$ cat src/rtl/dmatc_pkg.sv
package dmatc_pkg;
    parameter int NCH    = 4;
    parameter int ADDR_W = 16;
    parameter int CNT_W  = 14;
    parameter int MODE_W = 2;
    parameter int DST_CH = 2;   // channel reloaded when chaining
    parameter int SRC_CH = 3;   // channel holding the next block
    localparam int CH_W  = $clog2(NCH);

    typedef struct packed {
        logic [ADDR_W-1:0] addr;
        logic [CNT_W-1:0]  cnt;
        logic [MODE_W-1:0] mode;
    } chan_regs_t;

    typedef enum logic [1:0] {
        UPD_IDLE = 2'd0,
        UPD_LOAD = 2'd1,
        UPD_HOLD = 2'd2
    } upd_state_t;

    function automatic chan_regs_t advance(input chan_regs_t r);
        chan_regs_t n;
        n      = r;
        n.addr = r.addr + 1'b1;
        n.cnt  = r.cnt - 1'b1;
        return n;
    endfunction
endpackage

$ cat src/rtl/dmatc_chan.sv
module dmatc_chan
    import dmatc_pkg::*;
(
    input  logic       clk,
    input  logic       rst,
    input  logic       ld,
    input  chan_regs_t ld_val,
    input  logic       rl,
    input  chan_regs_t rl_val,
    input  logic       xfer,
    input  logic       en,
    output chan_regs_t q,
    output logic       hit
);
    logic step;

    assign step = xfer && en && (q.cnt != '0);
    assign hit  = step && (q.cnt == CNT_W'(1));

    always_ff @(posedge clk) begin
        if (rst)       q <= '0;
        else if (rl)   q <= rl_val;
        else if (ld)   q <= ld_val;
        else if (step) q <= advance(q);
    end

    // a counted transfer moves address up and count down
    p_step_r3: assert property (@(posedge clk) disable iff (rst)
        (xfer && en && q.cnt != '0 && !ld && !rl) |=>
            (q.addr == ADDR_W'($past(q.addr) + 1'b1)) &&
            (q.cnt  == CNT_W'($past(q.cnt) - 1'b1)));

    // a disabled or idle channel keeps its parameters
    p_hold_r3: assert property (@(posedge clk) disable iff (rst)
        ((!xfer || !en) && !ld && !rl) |=> $stable(q));

    // terminal count leaves an empty counter
    p_empty_r4: assert property (@(posedge clk) disable iff (rst)
        (hit && !ld && !rl) |=> (q.cnt == '0));
endmodule

$ cat src/rtl/dmatc_reload.sv
module dmatc_reload
    import dmatc_pkg::*;
(
    input  logic clk,
    input  logic rst,
    input  logic trig,
    output logic rl,
    output logic flag
);
    upd_state_t st;

    always_ff @(posedge clk) begin
        if (rst) st <= UPD_IDLE;
        else begin
            unique case (st)
                UPD_IDLE: if (trig) st <= UPD_LOAD;
                UPD_LOAD: st <= UPD_HOLD;
                UPD_HOLD: st <= UPD_IDLE;
                default:  st <= UPD_IDLE;
            endcase
        end
    end

    assign rl   = (st == UPD_LOAD);
    assign flag = (st != UPD_IDLE);

    // the flag spans the reload cycle and one cycle more
    p_load_hold_r9: assert property (@(posedge clk) disable iff (rst)
        rl |=> (flag && !rl));
    p_flag_end_r9: assert property (@(posedge clk) disable iff (rst)
        (flag && !rl) |=> !flag);
    // a trigger while idle starts the reload next cycle
    p_start_r8: assert property (@(posedge clk) disable iff (rst)
        (trig && !flag) |=> rl);
endmodule

$ cat src/rtl/dmatc_enables.sv
module dmatc_enables
    import dmatc_pkg::*;
(
    input  logic           clk,
    input  logic           rst,
    input  logic           wr,
    input  logic [NCH-1:0] wdata,
    input  logic [NCH-1:0] hit,
    input  logic [NCH-1:0] exempt,
    input  logic           tc_stop,
    output logic [NCH-1:0] en
);
    for (genvar c = 0; c < NCH; c++) begin : g_bit
        always_ff @(posedge clk) begin
            if (rst)                                    en[c] <= 1'b0;
            else if (wr)                                en[c] <= wdata[c];
            else if (hit[c] && tc_stop && !exempt[c])   en[c] <= 1'b0;
        end

        // stop-on-count drops the channel
        p_stop_r5: assert property (@(posedge clk) disable iff (rst)
            (hit[c] && tc_stop && !exempt[c] && !wr) |=> !en[c]);
        // with no software load and no stop, the bit holds
        p_keep_r6: assert property (@(posedge clk) disable iff (rst)
            (!wr && !(hit[c] && tc_stop)) |=> (en[c] == $past(en[c])));
    end
endmodule

$ cat src/rtl/dma_tc_ctrl.sv
module dma_tc_ctrl
    import dmatc_pkg::*;
(
    input  logic              clk,
    input  logic              rst,
    input  logic              wr_en,
    input  logic [CH_W-1:0]   wr_ch,
    input  logic [ADDR_W-1:0] wr_addr,
    input  logic [CNT_W-1:0]  wr_cnt,
    input  logic [MODE_W-1:0] wr_mode,
    input  logic              en_wr,
    input  logic [NCH-1:0]    en_wdata,
    input  logic [NCH-1:0]    xfer_done,
    input  logic [CH_W-1:0]   grant_ch,
    input  logic              tc_stop,
    input  logic              autoload,
    output logic [ADDR_W-1:0] cur_addr,
    output logic [CNT_W-1:0]  cur_cnt,
    output logic [MODE_W-1:0] cur_mode,
    output logic              tc,
    output logic [NCH-1:0]    chan_en,
    output logic              upd_flag
);
    chan_regs_t     regs [NCH];
    chan_regs_t     wval;
    logic [NCH-1:0] hit;
    logic [NCH-1:0] exempt;
    logic           rl;
    logic           mirror;

    assign wval   = '{addr: wr_addr, cnt: wr_cnt, mode: wr_mode};
    assign mirror = autoload && wr_en && (wr_ch == CH_W'(DST_CH));

    for (genvar c = 0; c < NCH; c++) begin : g_ch
        logic ld_c;
        logic rl_c;
        assign ld_c      = (wr_en && (wr_ch == CH_W'(c))) || ((c == SRC_CH) && mirror);
        assign rl_c      = (c == DST_CH) && rl;
        assign exempt[c] = (c == DST_CH) && autoload;

        dmatc_chan u_chan (
            .clk    (clk),
            .rst    (rst),
            .ld     (ld_c),
            .ld_val (wval),
            .rl     (rl_c),
            .rl_val (regs[SRC_CH]),
            .xfer   (xfer_done[c]),
            .en     (chan_en[c]),
            .q      (regs[c]),
            .hit    (hit[c])
        );
    end

    dmatc_reload u_reload (
        .clk  (clk),
        .rst  (rst),
        .trig (hit[DST_CH] && autoload),
        .rl   (rl),
        .flag (upd_flag)
    );

    dmatc_enables u_en (
        .clk     (clk),
        .rst     (rst),
        .wr      (en_wr),
        .wdata   (en_wdata),
        .hit     (hit),
        .exempt  (exempt),
        .tc_stop (tc_stop),
        .en      (chan_en)
    );

    assign tc       = |hit;
    assign cur_addr = regs[grant_ch].addr;
    assign cur_cnt  = regs[grant_ch].cnt;
    assign cur_mode = regs[grant_ch].mode;

    // the reload copies the partner set as it stood in that cycle
    p_copy_r8: assert property (@(posedge clk) disable iff (rst)
        rl |=> (regs[DST_CH] == $past(regs[SRC_CH])));
    // a chained write lands in both channels
    p_mirror_r7: assert property (@(posedge clk) disable iff (rst)
        (mirror && !rl) |=> (regs[SRC_CH] == regs[DST_CH]));
    // chaining shields channel 2 from stop-on-count
    p_keep_dst_r10: assert property (@(posedge clk) disable iff (rst)
        (autoload && hit[DST_CH] && !en_wr) |=> chan_en[DST_CH]);
    // terminal count comes only from an enabled channel
    p_tc_src_r4: assert property (@(posedge clk) disable iff (rst)
        tc |-> ((xfer_done & chan_en) != '0));
endmodule

$ cat config.mk
export PLATFORM = sky130hd
export DESIGN_NAME = dma_tc_ctrl
export DESIGN_NICKNAME = d
export VERILOG_FILES = /design/src/rtl/dmatc_pkg.sv /design/src/rtl/dmatc_chan.sv /design/src/rtl/dmatc_reload.sv /design/src/rtl/dmatc_enables.sv /design/src/rtl/dma_tc_ctrl.sv
export SDC_FILE = /design/constraint.sdc
export NUM_CORES = 1
export LEC_CHECK = 0
export BUFFER_PORTS_ARGS = -buffer_cell sky130_fd_sc_hd__buf_2
export CAP_MARGIN = 5
export CORE_MARGIN = 4
export CORE_UTILIZATION = 30
export DETAILED_ROUTE_END_ITERATION = 8
export PLACE_DENSITY = 0.55
export SYNTH_ARGS = -nofsm -noshare
export SYNTH_HDL_FRONTEND = slang
export SYNTH_SLANG_ARGS = --single-unit
$ cat constraint.sdc
create_clock -name clk -period 3 [get_ports clk]
set_input_delay 0.6 -clock clk [delete_from_list [all_inputs] [get_ports clk]]
set_output_delay 0.6 -clock clk [all_outputs]
set_load 0.05 [all_outputs]
==> reports/metrics.csv, run 1 <==
stage,metric,value,unit
critical_path,crit_path_cell_trace,"or4_1, or3_4, nor4_4, buf_4, nor3_1, nand2_1, buf_6",
route,vias_per_cell,5.76,
route,drt_wl_total,31.2,mm
critical_path,criticalPathCategory,reg2out,
global_routing,overflow,0,
sta,setup_viol,0,
critical_path,r2r_start,g_ch[3].u_chan.q[3],
power,seqPwrFrac,38.5,%
power,p_int,3.66,mW
power,pwr-share-clk,38.2,%
finish,drive_gt1_share,19.9,%
route,num_vias,8547,
critical_path,cp-startpoint,g_ch[2].u_chan.q[12],
yosys,yosys.area.top_type_share,31.7,%
floorplanning,die_h,176,µm
yosys,syn_nets,1096,
yosys,synthSimpleGateAreaFrac,21.3,%
global_routing,grt_max_degree,62,
route,drt_iter0_drc,792,
critical_path,slowest_delay,0.53,ns
place,dp_hpwl,23.2,mm
power,leakagePower,3.50,nW
sta,fmax,0.339,GHz
power,p_per_area,539,nW/µm²
yosys,synthXorXnorAreaFrac,8.58,%
critical_path,setup.worst_path.start_class,register,
flow_run,maxCapViolCount,0,
critical_path,worstPathArrival,2.35,ns
power,ir_worst_vdd,0.340,mV
yosys,synthMuxAreaShare,9.33,%
sta,hold_violations,0,
critical_path,cp_max_fo,6,
yosys,yosysWarnings,0,
status,status,finished clean,
sta,worst_pin_slew,1.17,ns
finish,final_area,10100,µm²
yosys,yosysTopAreaCell,dfxtp_1,
route,drc,0,
global_routing,track_usage,19.9,%
sta,min_period_over_period,98.4,%
sta,slew_headroom,22.1,%
yosys,async_flop_share,0,%
yosys,synth.cell_area,8480,µm²
global_routing,grt_pass1_wl,47.9,mm
yosys,synth_fa_ha_area_share,1.77,%
yosys,ys_types,61,
yosys,synth-edff-count,0,
sta,fin_tns_setup,0,ns
clock_tree,root_buffer,clkbuf_16,
global_routing,grt_pass1_vias,7957,
route,ant_nets,0,
critical_path,required,2.40,ns
floorplanning,die_area,31000,µm²
finish,syn2layout_area_growth,18.7,%
finish,postLayoutCoreUtil,36.1,%
yosys,synth_top_family_by_area,compound AO/OA/AOI/OAI gates,
clock_tree,cts_buffer_depth,2,
yosys,synth_compound_area_share,22.3,%
clock_tree,ctsHtreeMaxLevel,4,
place,placed_cell_area,9390,µm²
clock_tree,cts_sinks,134,
yosys,synth_seq_cells,134,
yosys,syn_area_per_cell,8.20,µm²
worst_hold_path,hold_path_startpoint,en_wdata[2],
sta,fin_crit,2.95,ns
sta,fin_skew,0.00772,ns
sta,maxSlewViolCount,0,
worst_hold_path,worstHoldPathType,in2reg,
yosys,synth_area_leaders,"dfxtp_1, mux4_2, a21oi_1, o21ai_0, xnor2_1",
finish,nNetsFinal,1156,
route,first_pass_iters,7,
clock_tree,cts_tree,yes,
global_routing,antenna_found_initial,2,
sta,setup_ws,0.0490,ns
clock_tree,clock_latency,0.43,ns
place,gp_congestion,0.918,
power,p_total,5.43,mW
power,power.net_switching,1.77,mW
critical_path,cp_slowest_cell,or4_1,
yosys,yosys_most_used_dff,dfxtp_1,
place,dpl_worst_slack,0.142,ns
floorplanning,row_count,61,
floorplanning,io_pins,88,
route,wl_per_cell,21.0,µm
yosys,ys_seq_area_share,31.7,%
floorplanning,core_area,27900,µm²
floorplanning,chipWidth,176,µm
power,p_comb_share,23.3,%
critical_path,cp-end-kind,output port,
clock_tree,numCtsBuffers,17,
clock_tree,clk_pin_slew,0.06,ns
place,io_buffers,87,
floorplanning,initial_utilization,30.4,%
power,swShare,32.6,%
yosys,synthCells,1034,
==> cell type report <==
type,count,area [µm²]
inverters,22,82.6
clock buffers,26,489
fillers,2935,17800
diodes,2,5.00
multi-input cells,791,5470
flip-flops and latches,134,2690
well taps,378,473
repair buffers,128,787
clock inverters,4,70.1
==> layout by cell type (no fill, tap or decap), types with 5 or more instances in the layout <==
| cell | n |
|---|---|
| a211oi_1 | 34 |
| buf_2 | 86 |
| nor2_1 | 57 |
| o211ai_1 | 10 |
| xor2_1 | 27 |
| ha_1 | 12 |
| mux2i_1 | 7 |
| or4_1 | 10 |
| nor3b_1 | 7 |
| and2_1 | 6 |
| mux4_2 | 32 |
| nor3_1 | 31 |
| buf_4 | 38 |
| nand4_1 | 15 |
| o221a_2 | 6 |
| and4_1 | 8 |
| clkbuf_1 | 6 |
| or3_1 | 10 |
| clkbuf_16 | 17 |
| inv_1 | 21 |
| and3_1 | 12 |
| a31oi_1 | 13 |
| o21ai_0 | 99 |
| nor4_1 | 22 |
| nand3_1 | 44 |
| a21oi_1 | 105 |
| nand2_1 | 83 |
| a2111oi_0 | 8 |
| xnor2_1 | 56 |
| a311oi_1 | 5 |
| dfxtp_1 | 130 |
==> stage by stage <==
stage,cells,hold WS (ns)
2_1_floorplan,1034,0.433
3_3_place_gp,1452,0.443
3_5_place_dp,1452,0.448
4_1_cts,1482,0.408
5_1_grt,1483,0.422
6_report,1485,0.425
==> cells by family (layout without fill, tap and decap cells) <==
logic type                 count (synthesis)  in the layout
xor gates and xnor gates                  83             83
adders and majority gates                 12             12
AOI/OAI and AO/OA                        312            312
muxes                                     39             39
buffers and inverters                    109            180
other                                      0              2
and+or+nand+nor                          345            345
DFF                                      134            134
==> worst paths after layout <==
kind,end,slack [ns],cells past startpoint
setup / recovery,tc,0.05,7
hold / removal,u_en.en[2],0.42,3
setup reg to reg,g_ch[3].u_chan.q[18],0.39,7
hold reg to reg,g_ch[1].u_chan.q[0],0.46,2
==> per-layer routing <==
| metal | track usage, % | up-vias | share of wire, % |
|---|---|---|---|
| met5 | 0 | - | 0.022 |
| met4 | 4.26 | 2 | 1.5 |
| met3 | 4.00 | 36 | 8.2 |
| met2 | 31.7 | 355 | 46 |
| met1 | 28.1 | 4152 | 45 |
| li1 | - | 4002 | - |
==> power groups by stage <==
stage | sequential, mW | clock [mW] | combinational (mW)
floorplan | 2.05 | 0 | 0.864
global placement | 2.12 | 0 | 1.19
detailed placement | 2.12 | 0 | 1.20
CTS | 2.08 | 2.11 | 1.22
global route | 2.11 | 2.19 | 1.36
finish | 2.09 | 2.07 | 1.26
==> worst max-delay path: cells and delay by family, from the launching register on <==
kind          cells  cell delay, ns
buf+inv           2            0.33
flops             1            0.37
simple gates      5            1.21
==> cell usage after synthesis (12+ instances only) <==
library cell	n
and3_1	12
inv_1	22
nor3_1	32
nand2_1	83
mux4_2	32
xnor2_1	56
a31oi_1	13
a21oi_1	105
o21ai_0	100
xor2_1	27
nand3_1	44
clkbuf_1	74
nor4_1	27
a211oi_1	34
dfxtp_1	134
nand4_1	15
ha_1	12
nor2_1	57
==> sequential cells by signal, indices dropped and copies added, names as in the netlist <==
register       count
g_ch.u_chan.q    128
u_en.en            4
u_reload.st        2
==> what timing repair did <==
item	4_1_cts	5_1_grt
hold endpoints to repair	0	0
resized for setup	11	11
endpoints found under the setup margin	1	1
hold buffers	0	0
buffers inserted	0	1
pin swaps	2	1
No activity file was read; power rests on OpenSTA's default activity.
==> inputs of run 2 (changes only) <==
--- a/config.mk
+++ b/config.mk
@@ -5,6 +5,7 @@
 export SDC_FILE = /design/constraint.sdc
 export NUM_CORES = 1
 export LEC_CHECK = 0
+export ABC_AREA = 1
 export BUFFER_PORTS_ARGS = -buffer_cell sky130_fd_sc_hd__buf_2
 export CAP_MARGIN = 5
 export CORE_MARGIN = 4
==> reports/metrics.csv, run 2 <==
stage,metric,value,unit,change
status,status,finished clean,,
finish,fin_cells,2209,,+49%
route,drc,0,,unchanged
finish,final_area,11500,µm²,+14%
sta,worst_pin_slew,0.797,ns,-0.372 ns
critical_path,setup.worst_path.start_class,register,,
global_routing,antenna_found_initial,3,,+1
place,gp_congestion,0.952,,+3.7%
critical_path,rrSetupSlack,0.58,ns,+0.19 ns
route,wl_per_cell,20.2,µm,-3.7%
finish,top_regs,"g_ch.u_chan.q: 128 flops, u_en.en: 4 flops, u_reload.st: 2 flops",,
worst_hold_path,holdPathEnd,u_en.en[0],,
yosys,synth.most_common_cell,nand2_1,,
sta,setup_viol,0,,unchanged
finish,regMostFlops,g_ch.u_chan.q,,
place,io_buffers,87,,unchanged
route,ant_nets,0,,unchanged
finish,final_common_cell,nand2_1,,
route,num_vias,11800,,+38%
floorplanning,die_h,190,µm,+8.1%
clock_tree,ctsHtreeMaxLevel,4,,unchanged
yosys,synth-edff-count,0,,unchanged
clock_tree,numCtsBuffers,17,,unchanged
critical_path,worstPathArrival,2.34,ns,about the same
sta,min_period_over_period,97.9,%,-0.48 points
finish,diodes,0,,-2
flow_run,maxCapViolCount,0,,unchanged
clock_tree,clock_latency,0.44,ns,about the same
yosys,syn_nets,1767,,+61%
finish,largest_reg_flops,128,,unchanged
yosys,syn_area_per_cell,5.85,µm²,-29%
finish,layout_common_cells,"nand2_1, nor2_1, a21oi_1",,
finish,nNetsFinal,1816,,+57%
clock_tree,root_buffer,clkbuf_16,,
sta,fmax,0.341,GHz,+0.50%
clock_tree,cts_tree,yes,,
critical_path,r2r_start,g_ch[2].u_chan.q[2],,
power,leakagePower,4.85,nW,+38%
critical_path,criticalPathCategory,reg2out,,
clock_tree,cts_setup_buffers,0,,unchanged
place,dp_hpwl,33.0,mm,+43%
yosys,synth_seq_cells,134,,unchanged
route,drt_wl_total,44.6,mm,+43%
route,vias_per_cell,5.35,,-7.1%
finish,syn2layout_area_growth,15.2,%,
floorplanning,chipWidth,190,µm,+8.1%
yosys,synth_area_leaders,"dfxtp_1, nand2_1, nor2_1, a21oi_1, o21ai_0",,
worst_hold_path,holdPathStages,3,,unchanged
sta,fin_skew,0.0115,ns,+0.00374 ns
yosys,async_flop_share,0,%,unchanged
yosys,ys_types,43,,-30%
yosys,yosysWarnings,0,,unchanged
yosys,yosys.area.top_type_share,26.9,%,-4.8 points
yosys,synth.cell_area,9980,µm²,+18%
sta,fin_tns_setup,0,ns,unchanged
floorplanning,die_area,36200,µm²,+17%
sta,maxSlewViolCount,0,,unchanged
place,placed_cells,2177,,+50%
global_routing,track_usage,24.0,%,+4.1 points
global_routing,overflow,0,,unchanged
global_routing,grt_pass1_vias,10800,,+36%
power,p_per_area,538,nW/µm²,-0.28%
critical_path,cp-end-kind,output port,,
worst_hold_path,worstHoldPathType,in2reg,,
critical_path,ff2ff_path_depth,10,,+3
floorplanning,row_count,66,,+8.2%
route,drt_iter0_drc,1305,,+65%
sta,fin_crit,2.94,ns,-0.0145 ns
place,placed_cell_area,10800,µm²,+15%
power,ir_worst_vdd,0.398,mV,+17%
sta,hold_violations,0,,unchanged
clock_tree,cts_buffer_depth,2,,unchanged
clock_tree,cts_sinks,134,,unchanged
global_routing,grt_max_degree,58,,-6.5%
clock_tree,post_cts_resized,0,,-11
critical_path,r2r_end,g_ch[2].u_chan.q[2],,
yosys,ys_top_cells_by_count,"nand2_1, nor2_1, a21oi_1, inv_1, o21ai_0",,
sta,rsz0062_at_grt,false,,
route,first_pass_iters,6,,-1
finish,drive_gt1_share,11.0,%,-8.9 points
clock_tree,clk_pin_slew,0.06,ns,about the same
clock_tree,cts_hold_buf,0,,unchanged
floorplanning,core_area,32700,µm²,+17%
worst_hold_path,hold_path_startpoint,en_wdata[0],,
yosys,yosys_most_used_dff,dfxtp_1,,
yosys,yosysTopAreaCell,dfxtp_1,,
sta,slew_headroom,46.7,%,+25 points
critical_path,cp_max_fo,5,,-1
yosys,ys_seq_area_share,26.9,%,-4.8 points
yosys,synthCells,1705,,+65%
floorplanning,io_pins,88,,unchanged
critical_path,required,2.40,ns,about the same
floorplanning,initial_utilization,30.5,%,+0.081 points
global_routing,grt_pass1_wl,66.9,mm,+40%
[run 2: metrics by stage]
step                      utilization [%]  setup slack [ns]  total power, mW  hold WS, ns
after detailed placement             33.1             0.312             3.67        0.475
after CTS                            35.1            0.0584             6.16        0.420
after global routing                 35.1           0.00826             6.45        0.422
final                                35.1            0.0635             6.18        0.424
after floorplan                         -            0.0887             3.17        0.450
after global placement               33.1             0.331             3.67        0.469
[run 2: kinds of logic (layout without fill, tap and decap cells)]
kind of cell,after synthesis,count (layout),share of synthesized area [%]
adder cells (fa/ha/maj),12,12,1.51
AO/OA/AOI/OAI,377,377,20.0
flip-flops,134,134,26.9
XOR/XNOR,38,38,3.34
AND/OR/NAND/NOR,898,898,38.1
buffers and inverters,245,307,10.1
multiplexers,1,1,0.100
[run 2: layout make-up]
type | count | area, µm²
Clock inverter | 13 | 225
Fill cell | 3702 | 21200
Timing Repair Buffer | 115 | 683
Inverter | 160 | 601
Sequential cell | 134 | 2680
Multi-Input combinational cell | 1326 | 6290
Tap cell | 442 | 553
Clock buffer | 19 | 453
[run 2: power breakdown]
group,switching [mW],internal [mW],total [mW]
registers,0.180,1.89,2.07
logic,1.11,0.478,1.59
clock network,0.914,1.60,2.52
[run 2: per-layer routing]
metal | GRT usage (%) | up-vias | share of wire [%]
met5 | 0 | - | 0.083
met4 | 8.37 | 6 | 3.5
met3 | 3.99 | 94 | 7.2
met2 | 38.4 | 489 | 45
met1 | 32.8 | 5568 | 44
li1 | - | 5654 | -
[run 2: how the worst max path moves through the flow]
| stage | slack (ns) | depth (start not counted) | start | to |
|---|---|---|---|---|
| final | 0.06 | 8 | g_ch[2].u_chan.q[2] | tc |
| after detailed placement | 0.31 | 6 | grant_ch[0] | cur_addr[14] |
| after global placement | 0.33 | 6 | grant_ch[0] | cur_addr[14] |
| after global routing | 0.008 | 8 | g_ch[2].u_chan.q[2] | tc |
| after floorplan | 0.09 | 5 | grant_ch[1] | cur_addr[1] |
| after CTS | 0.06 | 8 | g_ch[2].u_chan.q[3] | tc |
[run 2: worst max-delay path, cell delays in order, from the launching register on]
cell,delay [ns]
dfxtp_1,0.41
inv_1,0.13
ha_1,0.26
nand2_1,0.14
nor2_2,0.09
nand2_2,0.10
nand4_1,0.29
nand4_1,0.20
buf_2,0.28
